File: config.mk
export PLATFORM = sky130hd
export DESIGN_NAME = tcop_top
export DESIGN_NICKNAME = d
export VERILOG_FILES = /design/src/rtl/tcop_pkg.sv /design/src/rtl/tcop_regbank.sv /design/src/rtl/tcop_irq_line.sv /design/src/rtl/tcop_ctrl.sv /design/src/rtl/tcop_top.sv
export SDC_FILE = /design/constraint.sdc
export NUM_CORES = 2
export LEC_CHECK = 0
export BUFFER_PORTS_ARGS = -buffer_cell sky130_fd_sc_hd__clkbuf_2
export CAP_MARGIN = 30
export CORE_ASPECT_RATIO = 2
export CORE_MARGIN = 4
export CORE_UTILIZATION = 50
export CTS_CLUSTER_DIAMETER = 80
export DETAILED_ROUTE_END_ITERATION = 7
export GPL_TIMING_DRIVEN = 1
export PLACE_DENSITY = 0.67
export SYNTH_ARGS = -nofsm -noshare
export SYNTH_HDL_FRONTEND = slang
export SYNTH_SLANG_ARGS = --single-unit
File: constraint.sdc
create_clock -name clk -period 11.7 [get_ports clk]
set_input_delay 1.755 -clock clk [delete_from_list [all_inputs] [get_ports clk]]
set_output_delay 1.755 -clock clk [all_outputs]
set_load 0.01 [all_outputs]
File: src/rtl/tcop_pkg.sv
// Package: shared encodings for the timed test coprocessor.
// Assumes: the core drives op/phase with these codes.
package tcop_pkg;
    typedef enum logic [2:0] {
        OP_RD    = 3'd0,
        OP_WR    = 3'd1,
        OP_LOAD  = 3'd2,
        OP_STORE = 3'd3,
        OP_CMD   = 3'd4
    } op_e;

    typedef enum logic [1:0] {
        PH_FIRST = 2'd0,
        PH_BUSY  = 2'd1,
        PH_DATA  = 2'd2
    } phase_e;

    typedef enum logic [1:0] {
        RS_DONE = 2'd0,
        RS_BUSY = 2'd1,
        RS_CANT = 2'd2,
        RS_INC  = 2'd3
    } resp_e;

    localparam int CMD_WAIT    = 0;
    localparam int CMD_FIQ     = 1;
    localparam int CMD_IRQ     = 2;
    localparam int CMD_FIQ_REL = 3;
    localparam int CMD_IRQ_REL = 4;
    localparam int CMD_STAMP   = 5;
endpackage

File: src/rtl/tcop_regbank.sv
// Register bank: NREGS words, two combinational read ports, one write port.
// Assumes: at most one write per cycle; contents clear on reset.
module tcop_regbank #(
    parameter int DW    = 32,
    parameter int IDX_W = 4
) (
    input  logic             clk,
    input  logic             rst_n,
    input  logic [IDX_W-1:0] raddr_a,
    input  logic [IDX_W-1:0] raddr_b,
    output logic [DW-1:0]    rd_a,
    output logic [DW-1:0]    rd_b,
    input  logic             we,
    input  logic [IDX_W-1:0] waddr,
    input  logic [DW-1:0]    wval
);
    localparam int NREGS = 2 ** IDX_W;

    logic [DW-1:0] mem [NREGS];

    // Storage update: clear on reset, else single write.
    always_ff @(posedge clk) begin
        if (!rst_n) begin
            for (int i = 0; i < NREGS; i++) mem[i] <= '0;
        end else if (we) begin
            mem[waddr] <= wval;
        end
    end

    // Read ports.
    assign rd_a = mem[raddr_a];
    assign rd_b = mem[raddr_b];
endmodule

File: src/rtl/tcop_irq_line.sv
// One delayed active-low interrupt line with its own down-counter.
// Assumes: release wins over schedule in the same cycle; a schedule
// replaces any pending delay; value 0 asserts at the command's edge.
module tcop_irq_line #(
    parameter int DW = 32
) (
    input  logic          clk,
    input  logic          rst_n,
    input  logic          sched,
    input  logic [DW-1:0] sched_val,
    input  logic          release_i,
    output logic          line_n
);
    logic [DW-1:0] cnt;

    // Line and delay counter sequencing.
    always_ff @(posedge clk) begin
        if (!rst_n) begin
            line_n <= 1'b1;
            cnt    <= '0;
        end else if (release_i) begin
            line_n <= 1'b1;
            cnt    <= '0;
        end else if (sched) begin
            if (sched_val == '0) line_n <= 1'b0;
            cnt <= sched_val;
        end else if (cnt != '0) begin
            cnt <= cnt - 1'b1;
            if (cnt == DW'(1)) line_n <= 1'b0;
        end
    end
endmodule

File: src/rtl/tcop_ctrl.sv
// Request decoder: computes the response and read data in the same cycle,
// issues register writes and line controls, and tracks the stall window
// and the load/store beat count.
// Assumes: one request per cycle; busy/data phases follow their first phase.
module tcop_ctrl
    import tcop_pkg::*;
#(
    parameter int DW         = 32,
    parameter int IDX_W      = 4,
    parameter int LONG_BEATS = 4
) (
    input  logic             clk,
    input  logic             rst_n,
    input  logic             req_i,
    input  logic [2:0]       op_i,
    input  logic [1:0]       phase_i,
    input  logic             unit_i,
    input  logic [31:0]      instr_i,
    input  logic [DW-1:0]    wdata_i,
    input  logic [DW-1:0]    rd_a,
    input  logic [DW-1:0]    rd_b,
    input  logic [DW-1:0]    tnow,
    output logic [IDX_W-1:0] raddr_a,
    output logic [IDX_W-1:0] raddr_b,
    output logic             we,
    output logic [IDX_W-1:0] waddr,
    output logic [DW-1:0]    wval,
    output logic [1:0]       resp_o,
    output logic [DW-1:0]    rdata_o,
    output logic [1:0]       sched,
    output logic [DW-1:0]    sched_val,
    output logic [1:0]       rel
);
    localparam int BW = $clog2(LONG_BEATS + 1);

    op_e           opc;
    phase_e        ph;
    resp_e         rs;
    logic [3:0]    cmd;
    logic          is_xfer;
    logic [BW-1:0] beat;
    logic          beat_inc, beat_clr, wait_arm;
    logic [DW-1:0] wait_start, wait_len;

    assign opc       = op_e'(op_i);
    assign ph        = phase_e'(phase_i);
    assign cmd       = instr_i[23:20];
    assign is_xfer   = (opc == OP_LOAD) || (opc == OP_STORE);
    assign raddr_a   = is_xfer ? instr_i[12 +: IDX_W] : instr_i[16 +: IDX_W];
    assign raddr_b   = instr_i[0 +: IDX_W];
    assign sched_val = rd_b;
    assign resp_o    = rs;

    // Request decode and response selection.
    always_comb begin
        rs       = RS_DONE;
        rdata_o  = '0;
        we       = 1'b0;
        waddr    = raddr_a;
        wval     = wdata_i;
        sched    = 2'b00;
        rel      = 2'b00;
        beat_inc = 1'b0;
        beat_clr = 1'b0;
        wait_arm = 1'b0;
        if (req_i) begin
            case (opc)
                OP_RD: rdata_o = rd_a;
                OP_WR: we = 1'b1;
                OP_LOAD, OP_STORE: begin
                    if (unit_i) begin
                        rs = RS_CANT;
                    end else if (ph == PH_DATA) begin
                        if (opc == OP_STORE) rdata_o = rd_a;
                        else                 we = 1'b1;
                        if (instr_i[22] && beat != BW'(LONG_BEATS - 1)) begin
                            rs       = RS_INC;
                            beat_inc = 1'b1;
                        end else begin
                            beat_clr = 1'b1;
                        end
                    end else begin
                        beat_clr = 1'b1;
                    end
                end
                OP_CMD: begin
                    if (!unit_i && cmd != 4'd0) begin
                        rs = RS_CANT;
                    end else begin
                        case (cmd)
                            4'(CMD_WAIT): begin
                                if (ph == PH_FIRST) begin
                                    wait_arm = 1'b1;
                                    rs = (rd_b == '0) ? RS_DONE : RS_BUSY;
                                end else if (ph == PH_BUSY) begin
                                    rs = ((tnow - wait_start) >= wait_len) ? RS_DONE : RS_BUSY;
                                end else begin
                                    rs = RS_CANT;
                                end
                            end
                            4'(CMD_FIQ):     sched[0] = (ph == PH_FIRST);
                            4'(CMD_IRQ):     sched[1] = (ph == PH_FIRST);
                            4'(CMD_FIQ_REL): rel[0]   = (ph == PH_FIRST);
                            4'(CMD_IRQ_REL): rel[1]   = (ph == PH_FIRST);
                            4'(CMD_STAMP): begin
                                we    = (ph == PH_FIRST);
                                waddr = raddr_b;
                                wval  = tnow;
                            end
                            default: rs = RS_CANT;
                        endcase
                    end
                end
                default: rs = RS_CANT;
            endcase
        end
    end

    // Beat counter for long transfers.
    always_ff @(posedge clk) begin
        if (!rst_n || beat_clr) beat <= '0;
        else if (beat_inc)      beat <= beat + 1'b1;
    end

    // Stall window capture on the first phase of a wait.
    always_ff @(posedge clk) begin
        if (!rst_n) begin
            wait_start <= '0;
            wait_len   <= '0;
        end else if (wait_arm) begin
            wait_start <= tnow;
            wait_len   <= rd_b;
        end
    end
endmodule

File: src/rtl/tcop_top.sv
// Timed test coprocessor top: register bank, decoder, free-running cycle
// counter and two delayed interrupt lines (index 0 fast, 1 normal).
// Assumes: synchronous active-low reset; counter wraps modulo 2**DW.
module tcop_top #(
    parameter int DW         = 32,
    parameter int IDX_W      = 4,
    parameter int LONG_BEATS = 4
) (
    input  logic          clk,
    input  logic          rst_n,
    input  logic          req_i,
    input  logic [2:0]    op_i,
    input  logic [1:0]    phase_i,
    input  logic          unit_i,
    input  logic [31:0]   instr_i,
    input  logic [DW-1:0] wdata_i,
    output logic [1:0]    resp_o,
    output logic [DW-1:0] rdata_o,
    output logic          nfiq_o,
    output logic          nirq_o
);
    localparam int NLINES = 2;

    logic [DW-1:0]    tnow;
    logic [IDX_W-1:0] raddr_a, raddr_b, waddr;
    logic [DW-1:0]    rd_a, rd_b, wval, sched_val;
    logic             we;
    logic [1:0]       sched, rel;
    logic [NLINES-1:0] line_n;

    // Free-running cycle counter.
    always_ff @(posedge clk) begin
        if (!rst_n) tnow <= '0;
        else        tnow <= tnow + 1'b1;
    end

    tcop_regbank #(.DW(DW), .IDX_W(IDX_W)) u_bank (
        .clk(clk), .rst_n(rst_n), .raddr_a(raddr_a), .raddr_b(raddr_b),
        .rd_a(rd_a), .rd_b(rd_b), .we(we), .waddr(waddr), .wval(wval)
    );

    tcop_ctrl #(.DW(DW), .IDX_W(IDX_W), .LONG_BEATS(LONG_BEATS)) u_ctrl (
        .clk(clk), .rst_n(rst_n), .req_i(req_i), .op_i(op_i),
        .phase_i(phase_i), .unit_i(unit_i), .instr_i(instr_i),
        .wdata_i(wdata_i), .rd_a(rd_a), .rd_b(rd_b), .tnow(tnow),
        .raddr_a(raddr_a), .raddr_b(raddr_b), .we(we), .waddr(waddr),
        .wval(wval), .resp_o(resp_o), .rdata_o(rdata_o), .sched(sched),
        .sched_val(sched_val), .rel(rel)
    );

    for (genvar g = 0; g < NLINES; g++) begin : g_line
        tcop_irq_line #(.DW(DW)) u_line (
            .clk(clk), .rst_n(rst_n), .sched(sched[g]),
            .sched_val(sched_val), .release_i(rel[g]), .line_n(line_n[g])
        );
    end

    assign nfiq_o = line_n[0];
    assign nirq_o = line_n[1];
endmodule

# After elaboration in Yosys (flattened, before gate mapping)
# Memory sizes are Yosys's and may differ from the RTL's.
# Index checks and enable logic that the tools add are counted.
# classes
add_sub_neg	5
n_lt_le_gt_ge	1
n_eq_ne	16
n_mux	75
bitwise_logic	1
n_reduce_logical	25
# ops
op	count
$mux 32	13
$eq 32x1->1 const B	2
$pmux 32 s2	1
$reduce_bool 32->1	2
$sub 32x1->32 const B	2
$mux 1	39
$add 32x1->32 const B	1
$ge 32x32->1	1
$logic_not 32->1	1
$reduce_or 32->1	1
$sub 32x32->32	1
$mux 2	13
$mux 4	6
$eq 4x2->1 const B	2
$eq 4x3->1 const B	2
$reduce_bool 2->1	4
$reduce_or 2->1	4
$eq 3x2->1 const B	2
$pmux 2 s3	1
$reduce_and 3->1	2
$reduce_or 5->1	1
$eq 4x1->1 const B	1
$logic_not 4->1	1
$ne 2x1->1 const B	2
15 further kinds	18
# word_totals
regBits	165
ram_bits	512
in_bits	73
output_inout_bits	36
wordCells	132
mem_count	1
# mem_list
memory	words	width	rd	rd_ports_with_merged_regs	wr	line_no	source
u_bank.mem	16	32	2	0	16	tcop_regbank.sv:19	logic [DW-1:0] mem [NREGS];

# Depth between registers and ports, before layout
# logic_depth
depth_word	11
ltp_mapped	22
depth_no_buf	22

# Cells and area by module
# Synthesis repeated with hierarchy kept, for this count alone.
# hier_totals
hier_cells	3237
hier_area_um2	38396.8
# by_module_without_submodules
module	n_inst	cells_per_inst	area_each_um2	seq_area_each_um2
tcop_regbank	1	1687	26532.9	15374.7
tcop_ctrl	1	824	6241.0	1341.3
tcop_irq_line	2	277	2067.0	660.6
tcop_top	1	172	1488.9	640.6

# Worst setup path after synthesis
# OpenSTA, ideal clock, no wires.
# synth_path
kind	input to output
from	input instr_i[0]
to	output resp_o[0]
arrival_ns	4.372
slack_ns	5.573
stages	9
path_buffers	2
path_cell_list	clkbuf_1 -> buf_1 -> mux4_2 -> mux4_2 -> nor4_1 -> nand4_1 -> nor3_1 -> o31a_1 -> o31ai_1
# synth_via
elab_chain_len	8
# synth_lines
item	line_no	source
start: declaration	tcop_top.sv:15	input logic [31:0] instr_i,
$mem_v2 16x32	n/a	
$logic_not 32->1	tcop_ctrl.sv:94	rs = (rd_b == '0) ? RS_DONE : RS_BUSY;
$mux 1	tcop_ctrl.sv:94	
$mux 2	tcop_ctrl.sv:92	if (ph == PH_FIRST) begin
$pmux 2 s2	tcop_ctrl.sv:90	case (cmd)
$mux 2	tcop_ctrl.sv:87	if (!unit_i && cmd != 4'd0) begin
$pmux 2 s3	tcop_ctrl.sv:67	case (opc)
$mux 2	tcop_ctrl.sv:66	if (req_i) begin
end: declaration	tcop_top.sv:17	output logic [1:0] resp_o,
# No other way between the ends.

# Worst setup path after layout
# layout_path
from	input op_i[2]
to	output rdata_o[14]
# layout_via
elab_chain_len	9
word_cells_on_any_way	12
classes_between	eq/ne (2); mux (6); reduce/logical (3); memory (1)
# layout_lines
item	line_no	source
start: declaration	tcop_top.sv:12	input logic [2:0] op_i,
$eq 3x2->1 (on tied branches)	tcop_ctrl.sv:48, tcop_ctrl.sv:67, tcop_ctrl.sv:74	
$logic_or 1x1->1	tcop_ctrl.sv:48	assign is_xfer = (opc == OP_LOAD) || (opc == OP_STORE);
$mux 4	tcop_ctrl.sv:49	assign raddr_a = is_xfer ? instr_i[12 +: IDX_W] : instr_i[16 +: IDX_W];
$mem_v2 16x32	n/a	
$mux 32	tcop_ctrl.sv:74	if (opc == OP_STORE) rdata_o = rd_a;
$mux 32	tcop_ctrl.sv:73	end else if (ph == PH_DATA) begin
$mux 32	tcop_ctrl.sv:71	if (unit_i) begin
$pmux 32 s2 (*)	tcop_ctrl.sv:67	
$mux 32 (*)	tcop_ctrl.sv:66	
end: declaration	tcop_top.sv:18	output logic [DW-1:0] rdata_o,
# Every way passes the cells marked *; elsewhere a longest branch is shown, timed or not.

==> flow_results.org <==
** Timing
- Hold Vio Cnt, Final :: 0
- Final WS setup :: around 4200 ps
- The final number of max-transition violations was 0.
- Period utilization :: 0.6385
- Summed negative setup slack over all endpoints :: 0 ps
- Measured against its own limit, the worst slew margin works out to 0.2980.
- Worst hold slack :: 463.5 ps
- Timing would allow up to 133.9 MHz.
- Final setup violation count :: 0
- Setup repair after global routing left no endpoint under its margin.
- Crit path time final :: 7470 ps
- Worst clock skew :: approximately 33 ps
- For the pin with the worst max-slew slack, the measured transition is between 1000 and 1500 ps.

** Synthesis
- Avg Inst Size Synth :: around 12 µm²
- The cell area that synthesis handed to floorplanning was about 36000 µm².
- Library cells used by synthesis :: 62
- Yosys warning count :: 0
- Dominant register cell in the synthesized netlist :: edfxtp_1
- Of the post-synthesis cell area, the dominant cell type holds 0.4231.
- Post-synth top area cell :: edfxtp_1
- Number of flip-flops and latches in the synthesized netlist :: slightly below 700
- Counting flops with a built-in enable in the synthesized netlist gives slightly above 500.
- Synthesis handed over a netlist of 3036 instances.
- After synthesis, the share of flip-flops with an asynchronous set or reset is 0.
- The number of nets handed over by synthesis was approximately 3.2k.
- Of the synthesized area, sequential elements account for 0.5139.
- Ranked by total cell area, the synthesized netlist is headed by edfxtp_1 42%, mux4_2 17%, dfxtp_1 9.1%.

** Outcome
- Status :: finished clean

** Setup path
- Critical Path Start Type :: input port
- The worst setup path is of the input port to primary output kind.
- Required arrival time at the worst endpoint :: 9950 ps
- STA puts the critical path data arrival time at between 5000 and 6000 ps.
- CP max FO :: 86
- Traced cell by cell, the critical path runs through clkbuf_2 > nand2b_1 > mux2i_4 > buf_12 > buf_4 > buf_16 > mux4_2 > nor2b_1 > a211oi_1 > a211oi_1 > clkbuf_2.
- The largest single stage delay on the critical path is ~720 ps.
- Kind of end point of the critical path :: primary output
- Slowest CP cell :: nand2b_1

** Place
- Port buffering added 92 buffers.
- Once placement completed, the tool counted placed cells totaling a little under 4k.
- Prior to clock tree synthesis, the placed netlist has a worst setup slack of about 3900 ps.
- Weighted congestion at the end of routability-driven global placement :: around 0.9
- Placed wire-length estimate :: 72.83 mm

** Floorplanning
- 109 I/O pins were placed.
- Chip Height :: slightly below 400 µm
- The initial utilization of the core area, before any placement, comes to 0.5047.
- Die Wd :: a little under 200 µm
- The initialized floorplan defines ~140 standard-cell rows.
- In this run the standard cell core region covers ~72000 µm².
- The die covers between 70000 and 80000 µm².

** Global route
- Antenna violations before repair :: 1
- Across every metal layer, demand over resource in global routing totals 0.2981.
- Number of global-route vias before repair :: approximately 27k
- After global routing the overflow that remains totals 0.
- The first global-routing pass estimated approximately 170 mm of wire.
- Maximum number of pins on one net before global-route repair :: 130

** CTS
- The number of setup buffers added after CTS is 0.
- Counting the buffers created by CTS gives 58.
- For the worst-skew pair, the clock arrives at the later sink with an insertion delay of between 600 and 700 ps.
- Post-CTS repair changed the size of 0 cells.
- Root Driver :: clkbuf_16
- After clock tree synthesis, the flow added hold-fix buffers numbering 0.
- Number of H-tree levels :: 2
- Counting every sink on the clock net gives ~680.
- After clock tree synthesis, the clock-pin slew on the worst setup and hold paths is 70 ps.
- CTS Buffer Depth :: 3
- CTS tree :: done

** Route
- Detailed routing inserted a total of 26.94k vias.
- Post-route DRC :: 0
- DRT Wirelength :: around 120 mm
- Number of detailed-route iterations in the first pass :: 6
- After detailed routing, the average wire length per cell comes to roughly 30 µm.
- Residual antenna-violating net count after detailed routing :: 0
- Using the TritonRoute via totals, the vias-per-cell ratio works out to 6.709.
- Initial DRC count :: 3201

** Flow run
- Max-cap violations in this run came to 0.

** Final layout
- Non-filler instance count after layout :: approximately 4.0k
- Area overhead of the layout relative to synthesis :: 9.967%
- The filler cells instantiated in the layout total 6024.
- At the end of the flow, the number of nets in the layout was roughly 3.2k.
- Footprint of the multi-input gates :: between 15000 and 20000 µm²
- Fraction of layout instances using a drive strength above 1 :: 0.1966
- Register area :: roughly 19000 µm²

** Hold path
- Type of the most critical hold path :: flip-flop to flip-flop

** Pwr
- IR drop worst, VDD :: 170.3 µV
- The design draws approximately 6.5 mW.
- Summed over all cells, the static leakage comes to approximately 14 nW.
- For this design the ratio of total power to cell area is roughly 160 nW/µm².
==> metal layers <==
layer	part of all wire	global-route usage	vias up
li1	-	-	11280
met4	0.087	0.2071	0
met3	0.099	0.05485	509
met5	0	0	-
met1	0.32	0.3375	13370
met2	0.49	0.5045	1771
==> synthesized netlist by cell type, types with 63 or more instances <==
master and count:
o21ai_0 67, a21oi_1 65, nor2_1 623, a21boi_0 63, mux2i_1 87, ha_1 70
mux4_2 280, inv_1 78, edfxtp_1 512, dfxtp_1 165, a211oi_1 110, nand2_1 223
clkbuf_1 188
==> critical path, delay by kind of cell <==
| family | cells | cell delay (ps) |
|---|---|---|
| compound gates | 2 | 500 |
| mux | 2 | 930 |
| simple gates | 2 | 860 |
| buf+inv | 5 | 1570 |
==> cells by family (layout without fill, tap and decap cells) <==
logic type,Yosys count,count (layout),share of synthesized area
compound gates,380,380,0.07051
xor+xnor,83,83,0.02000
fa+ha+maj,71,71,0.02465
buf+inv,308,370,0.03288
flops,677,677,0.5139
mux,376,376,0.2003
other cells,0,1,0
simple gates,1141,1141,0.1377
==> worst paths after layout <==
check / slack (ps) / start / endpoint / cells after the start
worst max-delay path: 4230 / op_i[2] / rdata_o[14] / 11
worst min-delay path: 460 / u_ctrl.wait_start[11]$_SDFFE_PN0P_ / u_ctrl.wait_start[11]$_SDFFE_PN0P_ / 2
worst max register to register: 8040 / g_line[0].u_line.cnt[20]$_SDFFE_PP0P_ / g_line[0].u_line.cnt[13]$_SDFFE_PP0P_ / 7
worst min register to register: 460 / u_ctrl.wait_start[11]$_SDFFE_PN0P_ / u_ctrl.wait_start[11]$_SDFFE_PN0P_ / 2
==> state kept, by name, summed over array words and instances, names as in the netlist <==
register              flops
u_ctrl.wait_len          32
u_ctrl.wait_start        32
g_line.u_line.line_n      2
g_line.u_line.cnt        64
u_ctrl.beat               3
tnow                     32
u_bank.mem              512
==> report_power, final <==
group,internal [mW],switching [mW],leakage [nW]
logic,0.624,0.839,6.77
registers,2.77,0.156,6.20
clock network,1.17,0.929,0.983
total,4.57,1.93,13.9
==> cell usage in the layout, fill, tap and decap left out, types with 16 or more instances in the layout <==
cell and count:
inv_1 78, nor4_1 20, a21o_1 17, nor2b_1 43, xor2_1 24, a211oi_1 110
buf_4 84, a21boi_0 63, nor2_1 622, o21ai_0 67, mux4_2 280, xnor2_1 59
dfxtp_1 165, clkbuf_2 89, nand2_2 16, nand2_1 207, nor3_1 45, and2_1 38
a21oi_1 65, edfxtp_1 512, clkbuf_16 58, mux2i_1 81, nand4_1 26, nand3_1 41
or3_1 19, ha_1 70
==> metrics by stage <==
| stage | cell area (µm²) | utilization |
|---|---|---|
| 6_report | 39960 | 0.5551 |
| 2_1_floorplan | 36340 | - |
| 4_1_cts | 39930 | 0.5545 |
| 3_5_place_dp | 37890 | 0.5262 |
| 5_1_grt | 39960 | 0.5550 |
| 3_3_place_gp | 37800 | 0.5250 |
==> cell type report <==
cell class / instances / area share
Antenna cell: 1 / 0.00006262
Sequential cell: 677 / 0.4674
Clock buffer: 68 / 0.03751
Timing Repair Buffer: 182 / 0.03043
Clock inverter: 42 / 0.01349
Multi-Input combinational cell: 2051 / 0.4151
Tap cell: 916 / 0.02868
Inverter: 78 / 0.007326
No activity file was read; power rests on OpenSTA's default activity.
